[config.mk]
export PLATFORM = sky130hd
export DESIGN_NAME = pt_walker
export DESIGN_NICKNAME = d
export VERILOG_FILES = /design/src/rtl/pt_walker_pkg.sv /design/src/rtl/pw_entry_addr.sv /design/src/rtl/pw_pte_judge.sv /design/src/rtl/pt_walker.sv
export SDC_FILE = /design/constraint.sdc
export NUM_CORES = 1
export LEC_CHECK = 0
export ABC_AREA = 1
export BUFFER_PORTS_ARGS = -buffer_cell sky130_fd_sc_hd__buf_2
export CAP_MARGIN = 25
export CORE_AREA = 2 2 128 130
export DETAILED_ROUTE_END_ITERATION = 6
export DIE_AREA = 0 0 130 132
export PLACE_DENSITY = 0.81
export SETUP_SLACK_MARGIN = 0.05
export SYNTH_ARGS = -nofsm -noshare
export SYNTH_HDL_FRONTEND = slang
export SYNTH_SLANG_ARGS = --single-unit
[constraint.sdc]
create_clock -name clk -period 6.4 [get_ports clk]
set_clock_uncertainty 0.15 [all_clocks]
set_input_delay 1.28 -clock clk [delete_from_list [all_inputs] [get_ports clk]]
set_output_delay 1.28 -clock clk [all_outputs]
set_load 0.05 [all_outputs]
[src/rtl/pt_walker_pkg.sv]
package pt_walker_pkg;
  typedef enum logic [2:0] {
    ST_IDLE, ST_RD, ST_WAIT, ST_WB, ST_WBW, ST_RESP
  } walk_st_e;

  typedef enum logic [1:0] {
    FLT_NONE = 2'b00,
    FLT_PAGE = 2'b01,
    FLT_PROT = 2'b10
  } fault_e;

  localparam int PTE_V_BIT   = 0;
  localparam int PTE_W_BIT   = 1;
  localparam int PTE_D_BIT   = 2;
  localparam int PTE_PPN_LSB = 12;
endpackage

[src/rtl/pw_entry_addr.sv]
module pw_entry_addr #(
  parameter int VA_W      = 32,
  parameter int PA_W      = 32,
  parameter int OFS_W     = 12,
  parameter int PTE_BYTES = 8
) (
  input  logic [PA_W-1:0] base,
  input  logic [VA_W-1:0] va,
  output logic [PA_W-1:0] entry_addr
);
  localparam int SHIFT = $clog2(PTE_BYTES);
  localparam int VPN_W = VA_W - OFS_W;

  logic [VPN_W-1:0] vpn;
  logic [PA_W-1:0]  vpn_ext;

  assign vpn        = va[VA_W-1:OFS_W];
  assign vpn_ext    = PA_W'(vpn);
  assign entry_addr = base + (vpn_ext << SHIFT);
endmodule

[src/rtl/pw_pte_judge.sv]
module pw_pte_judge
  import pt_walker_pkg::*;
#(
  parameter int PA_W  = 32,
  parameter int OFS_W = 12,
  parameter int PTE_W = 64
) (
  input  logic [PTE_W-1:0] pte,
  input  logic             is_write,
  input  logic [OFS_W-1:0] va_ofs,
  output fault_e           fault,
  output logic             need_wb,
  output logic [PTE_W-1:0] pte_upd,
  output logic [PA_W-1:0]  pa
);
  localparam int PPN_W = PA_W - OFS_W;

  assign pa = {pte[PTE_PPN_LSB +: PPN_W], va_ofs};

  always_comb begin
    fault   = FLT_NONE;
    need_wb = 1'b0;
    pte_upd = pte;
    if (!pte[PTE_V_BIT]) begin
      fault = FLT_PAGE;
    end else if (is_write && !pte[PTE_W_BIT]) begin
      fault = FLT_PROT;
    end else if (is_write && !pte[PTE_D_BIT]) begin
      need_wb            = 1'b1;
      pte_upd[PTE_D_BIT] = 1'b1;
    end
  end
endmodule

[src/rtl/pt_walker.sv]
module pt_walker
  import pt_walker_pkg::*;
#(
  parameter int VA_W       = 32,
  parameter int PA_W       = 32,
  parameter int PAGE_BYTES = 4096,
  parameter int PTE_BYTES  = 8
) (
  input  logic                   clk,
  input  logic                   rst,
  input  logic [PA_W-1:0]        table_base,
  input  logic                   req_valid,
  output logic                   req_ready,
  input  logic [VA_W-1:0]        req_va,
  input  logic                   req_write,
  output logic                   rsp_valid,
  input  logic                   rsp_ready,
  output logic [PA_W-1:0]        rsp_pa,
  output logic [VA_W-1:0]        rsp_va,
  output logic [1:0]             rsp_fault,
  output logic                   mem_rd_req,
  output logic [PA_W-1:0]        mem_rd_addr,
  input  logic                   mem_rd_resp_valid,
  input  logic [PTE_BYTES*8-1:0] mem_rd_data,
  output logic                   mem_wr_req,
  output logic [PA_W-1:0]        mem_wr_addr,
  output logic [PTE_BYTES*8-1:0] mem_wr_data,
  input  logic                   mem_wr_done
);
  localparam int OFS_W = $clog2(PAGE_BYTES);
  localparam int PTE_W = PTE_BYTES * 8;

  walk_st_e         state;
  logic [VA_W-1:0]  va_q;
  logic             wr_q;
  logic [PA_W-1:0]  ea_q;
  logic [PA_W-1:0]  ea_next;
  logic [PTE_W-1:0] pte_q;
  logic [PA_W-1:0]  pa_q;
  fault_e           fault_q;

  fault_e           j_fault;
  logic             j_wb;
  logic [PTE_W-1:0] j_upd;
  logic [PA_W-1:0]  j_pa;

  pw_entry_addr #(
    .VA_W(VA_W), .PA_W(PA_W), .OFS_W(OFS_W), .PTE_BYTES(PTE_BYTES)
  ) u_ea (
    .base(table_base), .va(req_va), .entry_addr(ea_next)
  );

  pw_pte_judge #(
    .PA_W(PA_W), .OFS_W(OFS_W), .PTE_W(PTE_W)
  ) u_judge (
    .pte(mem_rd_data), .is_write(wr_q), .va_ofs(va_q[OFS_W-1:0]),
    .fault(j_fault), .need_wb(j_wb), .pte_upd(j_upd), .pa(j_pa)
  );

  always_ff @(posedge clk) begin
    if (rst) begin
      state   <= ST_IDLE;
      va_q    <= '0;
      wr_q    <= 1'b0;
      ea_q    <= '0;
      pte_q   <= '0;
      pa_q    <= '0;
      fault_q <= FLT_NONE;
    end else begin
      case (state)
        ST_IDLE: if (req_valid) begin
          va_q  <= req_va;
          wr_q  <= req_write;
          ea_q  <= ea_next;
          state <= ST_RD;
        end
        ST_RD:   state <= ST_WAIT;
        ST_WAIT: if (mem_rd_resp_valid) begin
          pa_q    <= j_pa;
          fault_q <= j_fault;
          pte_q   <= j_upd;
          state   <= j_wb ? ST_WB : ST_RESP;
        end
        ST_WB:   state <= ST_WBW;
        ST_WBW:  if (mem_wr_done) state <= ST_RESP;
        ST_RESP: if (rsp_ready) state <= ST_IDLE;
        default: state <= ST_IDLE;
      endcase
    end
  end

  assign req_ready   = (state == ST_IDLE);
  assign mem_rd_req  = (state == ST_RD);
  assign mem_wr_req  = (state == ST_WB);
  assign rsp_valid   = (state == ST_RESP);
  assign mem_rd_addr = ea_q;
  assign mem_wr_addr = ea_q;
  assign mem_wr_data = pte_q;
  assign rsp_pa      = pa_q;
  assign rsp_va      = va_q;
  assign rsp_fault   = fault_q;
endmodule

==> results.cfg <==
[floorplanning]
start_util = 0.473
coreArea_sq_um = 15700
die-area_sq_um = 17200
die-width_microns = 130
die_y_microns = 132
num_rows = 46
io_pins = 333

[synth]
ys_seq_elements = 146
yosys_most_used_dff = dfxtp_1
synthTopCellsByArea = dfxtp_1, nor2_1, nand2_1
synth_most_common_cell = nor2_1
seq_area_frac_synth = 0.393
synth_cells = 1105
yosys.area.top_type = dfxtp_1
yosys_warnings = 0
synth_common_cells = nor2_1, nand2_1, dfxtp_1
avgSynthCellArea_sq_um = 6.73
synth-edff-count = 0
synth_cell_types = 29
synthesis.nets = 1261
syn_area_sq_um = 7430
synth_top_area_frac = 0.393
synthArstFlopShare = 0

[route]
drc_errors = 0
drt_iter0_drc = 622
vias_per_cell = 4.92
vias = 7837
first_pass_iters = 5
ant_nets = 0
drt_wl_total_microns = 22300
routedWlPerCell_microns = 14.0

[min_path]
min_from = rsp_fault[0]$_SDFFE_PP0P_
worstHoldPathCells = 2
hold_class = reg -> reg

[timing]
relSlewSlack = 0.344
hold_violations = 0
worst_pin_slew_ns = 0.984
clock.fmax_ghz = 0.328
whs_ns = 0.320
layout_setup_ws_ns = 3.35
timing.setup.tns_ns = 0
drv_slew = 0
min_period_ns = 3.05
rsz0062_at_grt = no
post-route-period-util = 0.477
setup_viol = 0

[finish]
multi_input_area_sq_um = 3440
instances_no_fill = 1592
ff_latch_area_sq_um = 2920
fin_nets = 1519
fillers = 1488
antenna_cells = 0
synthToLayoutAreaGrowth_pct = 25.6
drive_gt1_frac = 0.273

[clocking]
insertion_delay_ns = 0.42
h-tree-depth = 4
numCtsBuffers = 17
ctsResizeCount = 0
tritoncts = built
path_clk_slew_ns = 0.07
cts_setup_buffers = 0
cts_sinks = 146
clk_path_buf_depth = 2
root_buffer = clkbuf_16
cts_hold_buf = 0

[run_status]
outcome = completed

[worst_setup_path]
critPathSlowestCell = clkinv_2
crit_path_max_incr_delay_ns = 0.76
end_kind = flop
cp-startpoint = rst
rr_worst_depth = 8
crit_path_start_kind = input port
r2r-start = state[2]$_SDFFE_PP0P_
cp.arrival_ns = 3.22
required_ns = 6.56
cp_max_fo = 88
path_class = in -> reg
path_cells = buf_2 -> clkinv_2 -> buf_4 -> o21ai_0 -> o21bai_1 -> inv_1

[power_and_ir_drop]
power.density_nw_per_um2 = 381
ir_drop_mv = 0.218
internal_power_mw = 1.88
power_mw = 3.56
swShare = 0.471
pwr-share-seq = 0.324
switching_power_mw = 1.68
power.share.combinational = 0.406
clockPowerShare = 0.270
power.leakage_nw = 5.41

[placed_design]
dp_hpwl_microns = 16400
placed_cells = 1560
preCtsSetupSlack_ns = 2.91
gp_congestion = 0.935
portBuffers = 332

[grt]
grt_util_all_layers = 0.253
grt_first_pass_wirelength_microns = 34700
grt_max_degree = 89
grt_pass1_vias = 7000
antenna_found_initial = 0
grt.overflow.total = 0

[job]
max_cap_violations = 0
[cells by family after synthesis]
group,Yosys count,synth area share
AOI/OAI and AO/OA,180,0.130
adders and majority gates,21,0.0364
and+or+nand+nor,536,0.286
buffers and inverters,214,0.144
DFF,146,0.393
xor gates and xnor gates,8,0.00943
[critical path, delay by kind of cell]
kind | cells | cell delay (ns)
buffers and inverters | 4 | 1.64
AOI/OAI and AO/OA | 2 | 0.27
[layout by cell type (no fill, tap or decap), drive strengths merged]
cell / netlist / final
a21o: 2 / 2
a21oi: 24 / 24
a31oi: 1 / 1
and2: 1 / 1
buf: 77 / 336
clkbuf: 20 / 18
clkinv: 0 / 5
clkinvlp: 0 / 1
dfxtp: 146 / 146
fa: 1 / 1
ha: 20 / 20
inv: 117 / 125
nand2: 194 / 194
nand3: 51 / 51
nand3b: 1 / 1
nand4: 7 / 7
nor2: 272 / 272
nor3: 10 / 10
o211ai: 1 / 1
o21a: 16 / 16
o21ai: 129 / 129
o21bai: 7 / 7
xor2: 8 / 8
[power groups by stage]
stage                     Clock [mW]  Combinational, mW  Sequential, mW
after floorplan                    0              0.703            1.63
after global placement             0               1.43            1.17
after detailed placement           0               1.44            1.17
after CTS                      0.976               1.45            1.15
after global routing            1.02               1.54            1.17
final                          0.962               1.44            1.15
[metal layers]
layer  vias up  part of all wire  global-route usage  wire, microns
met3        37             0.074              0.0515           1650
met5         -                 0                   0              0
li1       3944                 -                   -              -
met2       352              0.47               0.423          10600
met1      3504              0.43               0.324           9620
met4         0             0.021              0.0860            473
[flip-flops by register name, indices dropped and copies added (netlist names)]
register and count:
mem_rd_addr 32, mem_wr_data 64, rsp_fault 2, rsp_pa 12, rsp_va 32, state 3, wr_q 1
[metrics by stage]
stage	util	instance area, sq um
floorplan	-	7430
global placement	0.558	8770
detailed placement	0.558	8770
CTS	0.594	9340
global route	0.594	9340
finish	0.594	9340
[layout make-up]
type / instances / area share
multi-input combinational: 745 / 0.369
inverter: 117 / 0.0472
sequential: 146 / 0.313
timing repair buffer: 336 / 0.181
clock buffer: 18 / 0.0460
tap: 216 / 0.0290
clock inverter: 14 / 0.0149
[final timing paths]
kind	endpoint	slack, ns
setup / recovery	mem_rd_addr[19]$_SDFFE_PP0P_	3.35
hold / removal	rsp_fault[0]$_SDFFE_PP0P_	0.32
setup reg to reg	mem_wr_data[18]$_SDFFE_PP0P_	3.87
hold reg to reg	rsp_fault[0]$_SDFFE_PP0P_	0.32
Note: power is estimated with default switching activity, not from simulation.
